`src/rtl/rot_imm_pkg.sv`:
```
package rot_imm_pkg;
    localparam int DATA_W = 32;
    localparam int PAT_W  = 8;
    localparam int CODE_W = 4;
    localparam int FLD_W  = CODE_W + PAT_W;

    typedef enum logic [1:0] {
        RES_DIRECT = 2'b00,
        RES_INVERT = 2'b01,
        RES_POOL   = 2'b10
    } res_e;

    typedef struct packed {
        logic              busy;
        logic              inv_pass;
        logic [CODE_W-1:0] code;
        logic [DATA_W-1:0] word;
        logic              done;
        res_e              res;
        logic [FLD_W-1:0]  fld;
    } enc_state_t;
endpackage

```
`src/rtl/rot_imm_fit.sv`:
```
module rot_imm_fit #(
    parameter int DATA_W = 32,
    parameter int PAT_W  = 8,
    parameter int CODE_W = 4
) (
    input  logic [DATA_W-1:0] word,
    input  logic [CODE_W-1:0] code,
    output logic              fits,
    output logic [PAT_W-1:0]  pattern
);
    localparam int NCODE = 1 << CODE_W;
    localparam int STEP  = DATA_W / NCODE;

    logic [2*DATA_W-1:0] dbl_d;
    logic [DATA_W-1:0]   rot_d;

    always_comb begin
        dbl_d   = {word, word} << (int'(code) * STEP);
        rot_d   = dbl_d[2*DATA_W-1:DATA_W];
        fits    = ~|rot_d[DATA_W-1:PAT_W];
        pattern = rot_d[PAT_W-1:0];
    end
endmodule

```
`src/rtl/rot_imm_encoder.sv`:
```
module rot_imm_encoder
    import rot_imm_pkg::*;
(
    input  logic              clk,
    input  logic              rst_n,
    input  logic              start,
    input  logic [DATA_W-1:0] value,
    output logic              busy,
    output logic              done,
    output logic [1:0]        outcome,
    output logic [FLD_W-1:0]  field
);
    localparam int NCODE = 1 << CODE_W;
    localparam int STEP  = DATA_W / NCODE;
    localparam logic [CODE_W-1:0] LAST_CODE = CODE_W'(NCODE - 1);

    enc_state_t st_q, st_d;

    logic [1:0]       fit_ok;
    logic [PAT_W-1:0] fit_pat [2];

    for (genvar g = 0; g < 2; g++) begin : g_fit
        logic [DATA_W-1:0] src;
        assign src = (g == 1) ? ~st_q.word : st_q.word;
        rot_imm_fit #(.DATA_W(DATA_W), .PAT_W(PAT_W), .CODE_W(CODE_W)) u_fit (
            .word    (src),
            .code    (st_q.code),
            .fits    (fit_ok[g]),
            .pattern (fit_pat[g])
        );
    end

    logic             hit_d;
    logic [PAT_W-1:0] pat_d;

    always_comb begin
        st_d      = st_q;
        st_d.done = 1'b0;
        hit_d     = st_q.inv_pass ? fit_ok[1]  : fit_ok[0];
        pat_d     = st_q.inv_pass ? fit_pat[1] : fit_pat[0];
        if (!st_q.busy) begin
            if (start) begin
                st_d.busy     = 1'b1;
                st_d.inv_pass = 1'b0;
                st_d.code     = '0;
                st_d.word     = value;
            end
        end else if (hit_d) begin
            st_d.busy = 1'b0;
            st_d.done = 1'b1;
            st_d.res  = st_q.inv_pass ? RES_INVERT : RES_DIRECT;
            st_d.fld  = {st_q.code, pat_d};
        end else if (st_q.code == LAST_CODE) begin
            if (st_q.inv_pass) begin
                st_d.busy = 1'b0;
                st_d.done = 1'b1;
                st_d.res  = RES_POOL;
                st_d.fld  = '0;
            end else begin
                st_d.inv_pass = 1'b1;
                st_d.code     = '0;
            end
        end else begin
            st_d.code = st_q.code + CODE_W'(1);
        end
    end

    always_ff @(posedge clk) begin
        if (!rst_n) begin
            st_q <= '{busy: 1'b0, inv_pass: 1'b0, code: '0, word: '0,
                      done: 1'b0, res: RES_DIRECT, fld: '0};
        end else begin
            st_q <= st_d;
        end
    end

    assign busy    = st_q.busy;
    assign done    = st_q.done;
    assign outcome = st_q.res;
    assign field   = st_q.fld;

    // Checker: rebuild the word from the reported field by rotating right
    logic [2*DATA_W-1:0] rebuild_dbl;
    logic [DATA_W-1:0]   rebuilt;
    logic [DATA_W-1:0]   pat_ext;
    always_comb begin
        pat_ext     = {{(DATA_W-PAT_W){1'b0}}, field[PAT_W-1:0]};
        rebuild_dbl = {pat_ext, pat_ext} >> (int'(field[FLD_W-1:PAT_W]) * STEP);
        rebuilt     = rebuild_dbl[DATA_W-1:0];
    end


    field_rebuild_chk: assert property (@(posedge clk) disable iff (!rst_n)
        (done && outcome != RES_POOL) |->
            (rebuilt == ((outcome == RES_INVERT) ? ~st_q.word : st_q.word)));

    pool_zero_field_chk: assert property (@(posedge clk) disable iff (!rst_n)
        (done && outcome == RES_POOL) |-> (field == '0));

    done_single_pulse_chk: assert property (@(posedge clk) disable iff (!rst_n)
        done |=> !done);

    done_not_busy_chk: assert property (@(posedge clk) disable iff (!rst_n)
        done |-> !busy);

    word_locked_chk: assert property (@(posedge clk) disable iff (!rst_n)
        busy |=> $stable(st_q.word));

    result_hold_chk: assert property (@(posedge clk) disable iff (!rst_n)
        !st_d.done |=> ($stable(field) && $stable(outcome)));
endmodule

```
`config.mk`:
```
export PLATFORM = sky130hd
export DESIGN_NAME = rot_imm_encoder
export DESIGN_NICKNAME = d
export VERILOG_FILES = /design/src/rtl/rot_imm_pkg.sv /design/src/rtl/rot_imm_fit.sv /design/src/rtl/rot_imm_encoder.sv
export SDC_FILE = /design/constraint.sdc
export NUM_CORES = 1
export LEC_CHECK = 0
export ABC_AREA = 0
export CORE_UTILIZATION = 60
export CTS_BUF_LIST = sky130_fd_sc_hd__clkbuf_16
export CTS_CLUSTER_SIZE = 25
export DETAILED_ROUTE_END_ITERATION = 6
export GPL_TIMING_DRIVEN = 0
export MAX_ROUTING_LAYER = met4
export PLACE_DENSITY = 0.87
export SLEW_MARGIN = 30
export SYNTH_ARGS = -nofsm -noshare
export SYNTH_HDL_FRONTEND = slang
export SYNTH_SLANG_ARGS = --single-unit
```
`constraint.sdc`:
```
create_clock -name clk -period 5.5 [get_ports clk]
set_input_delay 1.65 -clock clk [delete_from_list [all_inputs] [get_ports clk]]
set_output_delay 1.65 -clock clk [all_outputs]
set_load 0.005 [all_outputs]
```
=== Yosys cells after proc, flatten, opt, wreduce, memory -nomap -nowiden ===
Index checks and enable logic that the tools add are counted.

* Flip-flop bits (word level): 53
* Bits of input ports: 35
* Output and inout bits: 16
* Logic and storage cells: 42

* $add $sub $neg: 1
* Equality and inequality tests: 4
* Shift operators: 2
* Multiplexer cells: 14
* Bitwise gates (word level): 2
* Reductions and logical operators: 12

{| class="wikitable"
|+ Operator list
! operator !! count
|-
| $shl 64x5->64 || 2
|-
| $reduce_or 24->1 || 2
|-
| $mux 15 || 3
|-
| $mux 38 || 1
|-
| $not 32->32 || 1
|-
| $reduce_and 3->1 || 3
|-
| $mux 4 || 2
|-
| $mux 8 || 1
|-
| $mux 6 || 1
|-
| $reduce_bool 2->1 || 3
|-
| $mux 5 || 1
|-
| $add 4x1->4 const B || 1
|-
| $eq 4x4->1 const B || 1
|-
| $mux 1 || 4
|-
| $reduce_and 2->1 || 2
|-
| $ne 3x3->1 const B || 1
|-
| $logic_not 1->1 || 2
|-
| $mux 2 || 1
|-
| $ne 2x1->1 const B || 1
|-
| $ne 2x2->1 const B || 1
|-
| $not 1->1 || 1
|}

=== Longest topological paths before layout ===
* Depth after elaboration: 7
* Depth in mapped cells: 13
* Mapped depth without buffers: 8

=== Hierarchy ===
A second synthesis with hierarchy kept.

* Cells, all modules: 664
* Area total of the unflattened synthesis: 5,366.4 sq um

{| class="wikitable"
|+ By module, submodules not included
! module !! instances !! cells each !! area an instance (sq um) !! seq. area each (sq um)
|-
| rot_imm_fit || 2 || 188 || 1,536.5 || 0.0
|-
| rot_imm_encoder || 1 || 288 || 2,293.4 || 1,061.0
|}

=== Least setup slack after synthesis ===
OpenSTA, ideal clock, no wires.

* Path kind: flip-flop to flip-flop
* Start: register st_q[47] (netlist bit)
* End: register st_q (netlist bit field[3])
* Arrival: 3,017 ps
* Setup slack: 2,412 ps
* Stages on the path, launching flop included: 11
* Period minus slack after synthesis: 3,088 ps
* Path through: dfxtp_1 -> buf_6 -> mux4_1 -> mux2_2 -> nand4b_1 -> nor4_2 -> o21bai_1 -> o41a_1 -> nor3_4 -> buf_6 -> mux2i_1

* Word-level cells in the longest chain between the ends: 6
* Elaborated cells between the ends (all ways): 13
* Classes of those cells: eq/ne (1); shift (2); mux (3); reduce/logical (7)

{| class="wikitable"
|+ RTL lines
! what !! RTL line !! text
|-
| start, declared || rot_imm_encoder.sv:17 || <nowiki>enc_state_t st_q, st_d;</nowiki>
|-
| start signal, assigned || rot_imm_encoder.sv:70 || <nowiki>st_q <= '{busy: 1'b0, inv_pass: 1'b0, code: '0, word: '0,</nowiki>
|-
| start signal, assigned || rot_imm_encoder.sv:73 || <nowiki>st_q <= st_d;</nowiki>
|-
| $shl 64x5->64 || rot_imm_fit.sv:18 || <nowiki>dbl_d = {word, word} << (int'(code) * STEP);</nowiki>
|-
| $reduce_or 24->1 || rot_imm_fit.sv:20 || <nowiki>fits = ~|rot_d[DATA_W-1:PAT_W];</nowiki>
|-
| $logic_not 1->1 || rot_imm_fit.sv:20 ||
|-
| $mux 1 || rot_imm_encoder.sv:39 || <nowiki>hit_d = st_q.inv_pass ? fit_ok[1] : fit_ok[0];</nowiki>
|-
| $reduce_bool 2->1 (no source line) || -- ||
|-
| $reduce_and 3->1 (no source line) || -- ||
|}

Parallel ways exist; a longest one is shown, timed or not.
A chain may end at the register's enable or synchronous reset.

=== Worst setup path in the final report ===
* Start: register st_q[47] (netlist bit)
* End: register st_q (netlist bit field[6])

Same word-level chain as after synthesis.

==> flow_summary_export.csv <==
group,metric,value,unit
floorplan,core_region_area,6794,um2
finish,nets,550,
drt,first_iter_violations,306,
yosys,synth_edf_count,0,
finish,final_util,73.59,%
grt,overflow,0,
sta,min_period,3705,ps
yosys,synth-async-reset-ratio,0,%
drt,routed_wl,11920,um
sta,slew_headroom,51.23,%
yosys,synth_warnings,0,
power_and_ir_drop,irDropWorstVdd,0.1249,mV
clocking,clockRootBuffer,"clkbuf_16",
floorplan,die_h,86.08,um
place,place_ws,1855,ps
setup_path,worstSetupPathType,"register to register",
yosys,avgSynthCellArea,9.281,um2
setup_path,start_kind,"register",
yosys,ys_seq_area_share,25.01,%
setup_path,reg2reg_slack,1800,ps
finish,num_antenna_cells,0,
yosys,synth_cell_type_count,59,
clocking,ctsResizeCount,0,
clocking,cts_tree,"built",
grt,grt_pass1_wl,19010,um
clocking,cts_max_path_buffers,2,
hold_path,hold_path.class,"register to register",
place,io_buffers,50,
place,globalplace.congestion,1.019,
clocking,clkTransAtPathRegs,70,ps
drt,drc,0,
power_and_ir_drop,power_density,190.5,nW/um2
setup_path,r2r_end,"field[6]",
drt,post_drt_via_cell_ratio,6.459,
yosys,syn_area,4242,um2
clocking,clock-sinks,53,
sta,final-setup-viol-count,0,
finish,multiInputGateArea,2775,um2
sta,finalMaxSlewViolations,0,
floorplan,ios,51,
finish,nFillCells,535,
drt,avgRoutedWirePerCell,19.54,um
floorplan,start_util,62.43,%
yosys,yosysTopAreaCell,"dfxtp_1",
floorplan,fp.dieW,86.08,um
floorplan,die_area,7410,um2
grt,grt_pass1_vias,3627,
run_status,outcome,"finished clean",
setup_path,cp_max_fo,10,
hold_path,whs_path_depth,2,
setup_path,worstReg2RegStart,"st_q[47]",
setup_path,crit_required,5710,ps
hold_path,min_from,"field[2]",
setup_path,r2r_cells,13,
clocking,numCtsBuffers,5,
drt,via_count,3940,
sta,min_period_over_period,67.36,%
sta,final.setup.tns,0,ps
sta,final_hold_viol_count,0,
drt,ant_nets,0,
yosys,ys.flop_type,"dfxtp_1",
sta,whs,458.2,ps
finish,seqCellArea,1061,um2
finish,area_delta_synth_final,17.88,%
drt,drtPass1Iterations,6,
clocking,ctsHoldBuffers,0,
yosys,synth_top_area_share,25.01,%
grt,antenna_found_initial,0,
yosys,syn_nets,493,
clocking,post_cts_buffers,0,
yosys,yosys-top-cells-count,"nand2_1 (107), dfxtp_1 (53), a21oi_1 (42)",
grt,grt_usage,34.50,%
sta,finalClockSkew,3.126,ps
yosys,ys_ff_latch,53,
yosys,postSynthCellCount,457,
grt,grt_max_degree,16,
sta,finalWorstSetupSlack,1795,ps
sta,worst_slew_pin_slew,726.0,ps
clocking,htreeDepth,2,
setup_path,worstPathArrival,3920,ps
run,cap_violations,0,
sta,max_clock_freq,269.9,MHz
yosys,yosysMostFrequentCell,"nand2_1",
yosys,synthTopCellsByArea,"dfxtp_1 (25%), mux4_2 (11%), mux4_1 (9.9%)",
clocking,clk_latency,290,ps
power_and_ir_drop,p_leak,1.819,nW
hold_path,hold_path_end,"field[2]",
place,dp_hpwl,9297,um
floorplan,rows,30,
power_and_ir_drop,total_power,0.9527,mW
setup_path,crit_path_end_kind,"register",
finish,drive_above_1_share,16.93,%
sta,rsz0062_at_grt,"false",
power breakdown:
part / switching (mW) / internal (mW) / total, mW
registers: 0.0287 / 0.400 / 0.429
clock network: 0.141 / 0.166 / 0.307
logic: 0.112 / 0.105 / 0.217
total: 0.282 / 0.671 / 0.953
area by class of cell:
class,instances,share of cell area [%]
Multi-Input combinational cell,345,55.51
Sequential cell,53,21.22
Timing Repair Buffer,50,10.01
Buffer,49,7.357
Clock buffer,5,2.503
Tap cell,96,2.402
Inverter,10,0.7508
Clock inverter,2,0.2503
per-layer routing:
layer	part of all wire (%)	routed length, um	vias to the layer above	track usage, %
met5	0	0	-	-
met4	3.8	448	0	10.91
met3	7.1	844	48	5.486
met2	51	6063	240	59.96
met1	38	4563	1858	40.93
li1	-	-	1794	-
cells in the final DEF, fill, tap and decap left out, types with 3 or more instances in the layout:
cell / count
buf_6: 3
dfxtp_1: 53
clkbuf_16: 5
o22a_1: 4
a21oi_1: 42
o21ai_0: 10
mux2_2: 11
nor4_1: 5
o22ai_2: 4
buf_2: 3
clkbuf_8: 6
nand2_1: 107
mux4_2: 20
nand3_1: 19
inv_1: 7
mux2i_1: 37
clkbuf_1: 14
nor3_1: 5
mux4_1: 16
xnor2_1: 8
nor2_1: 13
clkdlybuf4s50_1: 50
nand4_1: 7
buf_4: 18
cells by family (layout without fill, tap and decap cells):
logic type      count (synthesis)  count (layout)  share of synthesized area [%]
mux                            84              84                          32.18
simple gates                  176             176                          19.68
xor+xnor                        8               8                          1.652
compound gates                 76              76                          11.62
buf+inv                        59             116                          9.558
flops                          53              53                          25.01
fa+ha+maj                       1               1                         0.2949
sequential cells by signal (all words and copies together), names as in the netlist:
| name | count |
|---|---|
| outcome | 2 |
| st_q | 5 |
| g_fit.src | 32 |
| field | 12 |
| busy | 1 |
| done | 1 |
metrics by stage:
step,instances,area [um2]
final,610,5000
after global routing,610,5000
after CTS,610,5000
after detailed placement,603,4862
after global placement,603,4862
after floorplan,457,4242
worst max-delay path: stages, from the launching register on:
cell	delay, ps
dfxtp_1	410
buf_4	260
buf_4	260
buf_4	250
clkbuf_8	210
mux2i_1	330
o22a_1	250
nand2_1	70
nor4_1	300
nor2_1	110
o41a_1	430
nor3_4	300
buf_6	220
mux2i_1	210
how the worst max path moves through the flow:
stage               startpoint       end  slack (ps)
detailed placement    st_q[47]  field[6]        1860
global placement      st_q[49]  field[7]        1920
floorplan             st_q[47]  field[3]        2410
finish                st_q[47]  field[6]        1800
global route          st_q[47]  field[4]        1570
CTS                   st_q[47]  field[6]        1840
(Power assumes the default switching activity.)
